==> config.mk <==
export PLATFORM = sky130hd
export DESIGN_NAME = phy_led_driver
export DESIGN_NICKNAME = d
export VERILOG_FILES = /design/src/rtl/phy_led_pkg.sv /design/src/rtl/led_toggle_gen.sv /design/src/rtl/led_stretch_timer.sv /design/src/rtl/led_output_sel.sv /design/src/rtl/phy_led_driver.sv
export SDC_FILE = /design/constraint.sdc
export NUM_CORES = 1
export LEC_CHECK = 0
export BUFFER_PORTS_ARGS = -buffer_cell sky130_fd_sc_hd__buf_4
export CAP_MARGIN = 0
export CORE_MARGIN = 8
export CORE_UTILIZATION = 42
export CTS_CLUSTER_DIAMETER = 100
export DETAILED_ROUTE_END_ITERATION = 10
export PLACE_DENSITY = 0.61
export SETUP_SLACK_MARGIN = 0.4
export SYNTH_ARGS = -nofsm -noshare
export SYNTH_HDL_FRONTEND = slang
export SYNTH_SLANG_ARGS = --single-unit
export TNS_END_PERCENT = 100
==> constraint.sdc <==
create_clock -name clk -period 2.4 [get_ports clk]
set_input_delay 0.48 -clock clk [delete_from_list [all_inputs] [get_ports clk]]
set_output_delay 0.48 -clock clk [all_outputs]
set_load 0.05 [all_outputs]
==> src/rtl/phy_led_pkg.sv <==
`timescale 1ns/1ps
// Shared mode codes and decode helpers for the PHY status LED driver.
// Assumes mode codes are 4 bits wide; the numeric values select behaviour.
package phy_led_pkg;

    typedef enum logic [3:0] {
        MD_RSV_LO     = 4'h0,
        MD_TX         = 4'h1,
        MD_RX         = 4'h2,
        MD_COL        = 4'h3,
        MD_LINK       = 4'h4,
        MD_DUPLEX     = 4'h5,
        MD_RSV_MID    = 4'h6,
        MD_TXRX       = 4'h7,
        MD_ON         = 4'h8,
        MD_OFF        = 4'h9,
        MD_BLINK_FAST = 4'hA,
        MD_BLINK_SLOW = 4'hB,
        MD_LINK_RX    = 4'hC,
        MD_LINK_TXRX  = 4'hD,
        MD_DUP_COL    = 4'hE,
        MD_RSV_HI     = 4'hF
    } led_mode_e;

    localparam int NUM_LEDS = 2;

    // Activity relevant to a mode, built from the event strobes.
    function automatic logic mode_activity(input logic [3:0] md, input logic tx,
                                           input logic rx, input logic col);
        case (md)
            MD_TX:                   return tx;
            MD_RX, MD_LINK_RX:       return rx;
            MD_COL, MD_DUP_COL:      return col;
            MD_TXRX, MD_LINK_TXRX:   return tx | rx;
            default:                 return 1'b0;
        endcase
    endfunction

    // Modes whose stretching depends on the enable bit.
    function automatic logic mode_stretchable(input logic [3:0] md);
        return (md == MD_TX) || (md == MD_RX) || (md == MD_COL) || (md == MD_TXRX);
    endfunction

    // Modes that stretch regardless of the enable bit.
    function automatic logic mode_combined(input logic [3:0] md);
        return (md == MD_LINK_RX) || (md == MD_LINK_TXRX) || (md == MD_DUP_COL);
    endfunction

endpackage

==> src/rtl/led_toggle_gen.sv <==
`timescale 1ns/1ps
// Free-running square wave: the phase output flips every HALF_CYC clocks.
// Assumes HALF_CYC >= 1. Phase starts low after reset.
module led_toggle_gen #(
    parameter int HALF_CYC = 4
) (
    input  logic clk,
    input  logic rst_n,
    output logic phase
);
    localparam int CW = (HALF_CYC > 1) ? $clog2(HALF_CYC) : 1;
    localparam logic [CW-1:0] WRAP = CW'(HALF_CYC - 1);

    logic [CW-1:0] cnt;

    // Count one half period, then flip the phase.
    always_ff @(posedge clk) begin
        if (!rst_n) begin
            cnt   <= '0;
            phase <= 1'b0;
        end else if (cnt == WRAP) begin
            cnt   <= '0;
            phase <= ~phase;
        end else begin
            cnt <= cnt + 1'b1;
        end
    end

    // the phase never changes mid-half-period.
    p_phase_hold_r2: assert property (@(posedge clk) disable iff (!rst_n)
        (cnt != WRAP) |=> $stable(phase));

endmodule

==> src/rtl/led_stretch_timer.sv <==
`timescale 1ns/1ps
// Per-LED stretch counter. Decodes the activity for the current mode, loads
// the selected duration (minus one) on a qualifying event, counts down, and
// clears when the mode code changes. Assumes all durations are >= 1.
module led_stretch_timer
    import phy_led_pkg::*;
#(
    parameter int STRETCH_SHORT  = 3,
    parameter int STRETCH_MEDIUM = 5,
    parameter int STRETCH_LONG   = 8
) (
    input  logic       clk,
    input  logic       rst_n,
    input  logic [3:0] mode,
    input  logic [1:0] sel,
    input  logic       stretch_en,
    input  logic       tx,
    input  logic       rx,
    input  logic       col,
    output logic       act,
    output logic       busy
);
    localparam int MAXD = (STRETCH_LONG > STRETCH_MEDIUM) ?
                          ((STRETCH_LONG > STRETCH_SHORT) ? STRETCH_LONG : STRETCH_SHORT) :
                          ((STRETCH_MEDIUM > STRETCH_SHORT) ? STRETCH_MEDIUM : STRETCH_SHORT);
    localparam int CW = $clog2(MAXD + 1);
    localparam logic [CW-1:0] LD_S = CW'(STRETCH_SHORT - 1);
    localparam logic [CW-1:0] LD_M = CW'(STRETCH_MEDIUM - 1);
    localparam logic [CW-1:0] LD_L = CW'(STRETCH_LONG - 1);
    localparam logic [CW-1:0] LD_MAX = CW'(MAXD - 1);

    logic [CW-1:0] cnt;
    logic [CW-1:0] load_val;
    logic [3:0]    mode_q;
    logic          mode_chg;
    logic          arm;

    // Select the reload value; the reserved select falls back to short.
    always_comb begin
        case (sel)
            2'b01:   load_val = LD_M;
            2'b10:   load_val = LD_L;
            default: load_val = LD_S;
        endcase
    end

    // Decode whether the current event should start or restart a stretch.
    always_comb begin
        act      = mode_activity(mode, tx, rx, col);
        mode_chg = (mode != mode_q);
        arm      = act && (mode_combined(mode) || (mode_stretchable(mode) && stretch_en));
        busy     = (cnt != '0) && !mode_chg;
    end

    // Track the last mode and run the countdown.
    always_ff @(posedge clk) begin
        if (!rst_n) begin
            cnt    <= '0;
            mode_q <= '0;
        end else begin
            mode_q <= mode;
            if (mode_chg)
                cnt <= '0;
            else if (arm)
                cnt <= load_val;
            else if (cnt != '0)
                cnt <= cnt - 1'b1;
        end
    end

    // the counter never exceeds the longest configured load.
    p_cnt_bound_r6: assert property (@(posedge clk) disable iff (!rst_n)
        cnt <= LD_MAX);

    // a mode change leaves no stretch behind.
    p_clear_on_change_r10: assert property (@(posedge clk) disable iff (!rst_n)
        (mode != mode_q) |=> (cnt == '0));

endmodule

==> src/rtl/led_output_sel.sv <==
`timescale 1ns/1ps
// Chooses the next LED level from the mode code and registers it.
// Assumes act/busy come from the matching stretch timer and the blink
// phases from the shared timebase.
module led_output_sel
    import phy_led_pkg::*;
(
    input  logic       clk,
    input  logic       rst_n,
    input  logic [3:0] mode,
    input  logic       act,
    input  logic       busy,
    input  logic       stretch_en,
    input  logic       link_up,
    input  logic       full_duplex,
    input  logic       fast_ph,
    input  logic       slow_ph,
    output logic       led
);
    logic nxt;
    logic pulse;

    // Pick the level the LED should show for the current mode.
    always_comb begin
        pulse = act | busy;
        case (mode)
            MD_TX, MD_RX, MD_COL, MD_TXRX: nxt = act | (busy & stretch_en);
            MD_LINK:                       nxt = link_up;
            MD_DUPLEX:                     nxt = full_duplex;
            MD_ON:                         nxt = 1'b1;
            MD_OFF:                        nxt = 1'b0;
            MD_BLINK_FAST:                 nxt = fast_ph;
            MD_BLINK_SLOW:                 nxt = slow_ph;
            MD_LINK_RX, MD_LINK_TXRX:      nxt = link_up ? ~pulse : pulse;
            MD_DUP_COL:                    nxt = full_duplex ? ~pulse : pulse;
            default:                       nxt = 1'b0;
        endcase
    end

    // Register the LED level.
    always_ff @(posedge clk) begin
        if (!rst_n) led <= 1'b0;
        else        led <= nxt;
    end

    // steady modes.
    p_steady_on_r2: assert property (@(posedge clk) disable iff (!rst_n)
        (mode == MD_ON) |=> led);
    p_steady_off_r2: assert property (@(posedge clk) disable iff (!rst_n)
        (mode == MD_OFF) |=> !led);

    // reserved codes stay dark.
    p_reserved_off_r4: assert property (@(posedge clk) disable iff (!rst_n)
        (mode == MD_RSV_LO || mode == MD_RSV_MID || mode == MD_RSV_HI) |=> !led);

endmodule

==> src/rtl/phy_led_driver.sv <==
`timescale 1ns/1ps
// Two-LED PHY status driver. A shared timebase supplies the blink phases;
// each LED has its own stretch timer and output selector.
// Assumes event inputs are synchronous single-cycle strobes.
module phy_led_driver
    import phy_led_pkg::*;
#(
    parameter int STRETCH_SHORT   = 5000000,
    parameter int STRETCH_MEDIUM  = 8750000,
    parameter int STRETCH_LONG    = 17500000,
    parameter int BLINK_FAST_HALF = 6250000,
    parameter int BLINK_SLOW_HALF = 25000000
) (
    input  logic       clk,
    input  logic       rst_n,
    input  logic [3:0] led_a_mode,
    input  logic [3:0] led_b_mode,
    input  logic [1:0] stretch_sel,
    input  logic       stretch_en,
    input  logic       tx_evt,
    input  logic       rx_evt,
    input  logic       col_evt,
    input  logic       link_up,
    input  logic       full_duplex,
    output logic       led_a,
    output logic       led_b
);
    logic                fast_ph;
    logic                slow_ph;
    logic [3:0]          mode_v [NUM_LEDS];
    logic [NUM_LEDS-1:0] act_v;
    logic [NUM_LEDS-1:0] busy_v;
    logic [NUM_LEDS-1:0] led_v;

    // Gather the per-LED mode codes into an array.
    always_comb begin
        mode_v[0] = led_a_mode;
        mode_v[1] = led_b_mode;
    end

    led_toggle_gen #(.HALF_CYC(BLINK_FAST_HALF)) u_fast (
        .clk(clk), .rst_n(rst_n), .phase(fast_ph));
    led_toggle_gen #(.HALF_CYC(BLINK_SLOW_HALF)) u_slow (
        .clk(clk), .rst_n(rst_n), .phase(slow_ph));

    for (genvar g = 0; g < NUM_LEDS; g++) begin : g_led
        led_stretch_timer #(
            .STRETCH_SHORT(STRETCH_SHORT),
            .STRETCH_MEDIUM(STRETCH_MEDIUM),
            .STRETCH_LONG(STRETCH_LONG)
        ) u_timer (
            .clk(clk), .rst_n(rst_n), .mode(mode_v[g]), .sel(stretch_sel),
            .stretch_en(stretch_en), .tx(tx_evt), .rx(rx_evt), .col(col_evt),
            .act(act_v[g]), .busy(busy_v[g]));

        led_output_sel u_sel (
            .clk(clk), .rst_n(rst_n), .mode(mode_v[g]), .act(act_v[g]),
            .busy(busy_v[g]), .stretch_en(stretch_en), .link_up(link_up),
            .full_duplex(full_duplex), .fast_ph(fast_ph), .slow_ph(slow_ph),
            .led(led_v[g]));
    end

    assign led_a = led_v[0];
    assign led_b = led_v[1];

    // reset darkens both LEDs on the next cycle.
    p_reset_off_r11: assert property (@(posedge clk)
        !rst_n |=> (!led_a && !led_b));

    // without stretching, a transmit-activity LED mirrors the strobe.
    p_plain_follow_r5: assert property (@(posedge clk) disable iff (!rst_n)
        (led_a_mode == 4'h1 && !stretch_en) |=> (led_a == $past(tx_evt)));

endmodule

==> out/metrics.csv <==
stage,metric,value,unit
run_status,status,finished clean,
sta,Max-slew headroom,0.6291,
die,die height,132.4,um
detailed_routing,Final ANT Viol Nets,0,
clocking,CTS tree,yes,
clocking,hold_buf cts,0,
grt,Overall Global Routing Usage,0.1469,
clocking,Clock Path Buffers,2,
final_layout,Final #Nets,740,
pwr,Peak VDD IR,0.3374,mV
synth,"flops & latches, synth",110,
synth,Mapped Cells,673,
synth,"Seq/Total Area, Yosys",0.3872,
detailed_routing,Via density,5.357,
clocking,Clock Sink Count,110,
worst_setup_path,WP data arrival,2.27,ns
sta,post-route clock period utilization,0.8279,
worst_setup_path,crit path max fanout,6,
final_layout,layout cells sized above 1,0.1720,
sta,Final Max Slew Viols,0,
die,total core area,13240,um2
worst_setup_path,CP Class,flop to flop,
detailed_routing,# DRC,0,
die,DIE AREA,17520,um2
synth,Yosys warning count,0,
pwr,Static Leak,2.565,nW
worst_setup_path,CP Launch Type,flop,
flow_run,Max Cap Violations,0,
synth,library cells used by synthesis,58,
sta,worst slew pin tran,0.5546,ns
grt,global-route wire length before repair,21510,um
synth,"top cells by count, synth","dfxtp_1, nor2_1, xor2_1",
clocking,htree depth,3,
synth,top cell type's share of synthesized area,0.3872,
synth,largest cells by area after synthesis,"dfxtp_1, xor2_1, nor2_1, xnor2_1, nand3_1",
sta,RSZ-0062 raised after global routing,true,
grt,pin count of the biggest net entering global routing,26,
sta,clk_skew,0.007628,ns
clocking,Num CTS Buffers,9,
placement,routability cong.,0.8194,
grt,initial antenna violation count,0,
pwr,total chip power,0.004242,W
detailed_routing,total routed wirelength,12980,um
synth,Syn Nets,701,
placement,number of port buffers,19,
die,IO Pins,20,
pwr,P per Cell Area,631.6,nW/um2
sta,Final Setup Violations,0,
die,# rows,42,
clocking,CTS Root Cell,clkbuf_16,
min_path,hold crit path type,flop to flop,
placement,Place WS,0.07648,ns
final_layout,Layout area overhead,18.11,%
synth,ys async rst share,0,
sta,Max Freq,503.3,MHz
final_layout,Antenna Cells,0,
synth,Post-Syn Area per Cell,8.450,um2
synth,cell with the most instances after synthesis,dfxtp_1,
final_layout,Filler cells,1291,
die,Chip Width,132.4,um
synth,Synth Flop Type,dfxtp_1,
sta,crit path time final,1.987,ns
grt,grt total ovfl,0,
sta,Fin Setup TNS,0,ns
worst_setup_path,Worst Path Required,2.69,ns
synth,Post-synth EDFFs,0,
die,initial core utilization,0.4294,
grt,vias in the first global route,4626,
sta,Final Hold Viols,0,
placement,hpwl dp,9070,um
sta,worst hold slack,0.4359,ns
detailed_routing,via count,4773,
detailed_routing,WL/cell,14.57,um
detailed_routing,First-pass DRT Iterations,4,
synth,post-synth top area cell,dfxtp_1,
synth,synthesized cell area,5687,um2
sta,Setup WS post-layout,0.4131,ns
clocking,Clock Pin Slew Worst Setup and Hold Paths,0.07,ns
clocking,latest clock arrival within the worst-skew pair,0.35,ns
detailed_routing,initial DRC count,297,
worst_setup_path,Crit. End Element,flop,
-- logic make-up (layout without fill, tap and decap cells) --
family | count (synthesis) | after routing | synth area share
mux | 5 | 5 | 0.009021
compound gates | 89 | 89 | 0.09945
buf+inv | 38 | 80 | 0.02948
fa+ha+maj | 10 | 10 | 0.02200
flops | 110 | 110 | 0.3872
xor+xnor | 102 | 102 | 0.1571
simple gates | 319 | 319 | 0.2957
-- worst paths after layout --
check | from | end | slack (ns) | depth (start not counted)
worst min-delay path | u_fast.cnt[0]$_SDFF_PP0_ | u_fast.cnt[0]$_SDFF_PP0_ | 0.44 | 1
worst max register to register | g_led[1].u_timer.cnt[14]$_SDFFE_PP0P_ | g_led[1].u_sel.led$_SDFF_PN0_ | 0.41 | 7
worst max-delay path | g_led[1].u_timer.cnt[14]$_SDFFE_PP0P_ | g_led[1].u_sel.led$_SDFF_PN0_ | 0.41 | 7
worst min register to register | u_fast.cnt[0]$_SDFF_PP0_ | u_fast.cnt[0]$_SDFF_PP0_ | 0.44 | 1
-- cell type report --
class | count | area, um2 | share of cell area
Timing Repair Buffer | 55 | 432.9 | 0.06446
Multi-Input combinational cell | 525 | 3510 | 0.5225
Inverter | 11 | 43.79 | 0.006520
Tap cell | 176 | 220.2 | 0.03279
Sequential cell | 110 | 2220 | 0.3305
Clock buffer | 13 | 260.3 | 0.03875
Clock inverter | 1 | 30.03 | 0.004471
-- power breakdown --
part / leakage (nW) / internal, W / switching [W]
sequential: 0.895 / 0.00185 / 0.0000278
clock: 0.142 / 0.000856 / 0.000637
combinational: 1.53 / 0.000395 / 0.000474
total: 2.57 / 0.00310 / 0.00114
-- critical path, stage by stage (launching register included) --
cell and delay, ns:
dfxtp_2 0.35, nor4_2 0.33, nand4_1 0.14, buf_4 0.18
o21a_1 0.19, o21ai_1 0.10, or4b_1 0.44, a31oi_1 0.17
-- state kept, by name, indices dropped and copies added, names as in the netlist --
register              count
g_led.u_sel.led           2
g_led.u_timer.mode_q      8
u_fast.phase              1
g_led.u_timer.cnt        50
u_slow.cnt               25
u_slow.phase              1
u_fast.cnt               23
-- layer usage --
metal  up-vias  global-route usage  routed length (um)
met1      2243              0.1890                6239
met2        80              0.2330                6033
li1       2431                   -                   -
met5         -                   0                   0
met4         0             0.06814                 259
met3        19             0.02668                 447
-- through the flow --
stage	cell area, um2	instances	util
2_1_floorplan	5703	673	-
3_3_place_gp	6127	866	0.4627
3_5_place_dp	6127	866	0.4627
4_1_cts	6494	885	0.4904
5_1_grt	6716	891	0.5072
6_report	6716	891	0.5072
-- placed cells by master, fill, tap and decap left out, drive strengths merged, types with 13 or more instances in the layout --
cell type / instances
and2: 15
xor2: 69
nand2: 49
a21oi: 39
nor4: 15
nor3: 28
buf: 55
nor2: 93
dfxtp: 110
nand3: 44
nand4: 13
clkbuf: 13
xnor2: 33
-- repair_timing --
action / CTS / global route
pin swaps: 3 / 16
gates resized for setup: 9 / 46
endpoints found under the setup margin: 20 / 75
setup buffers: 5 / 6
Power figures use the tool's default switching activity.
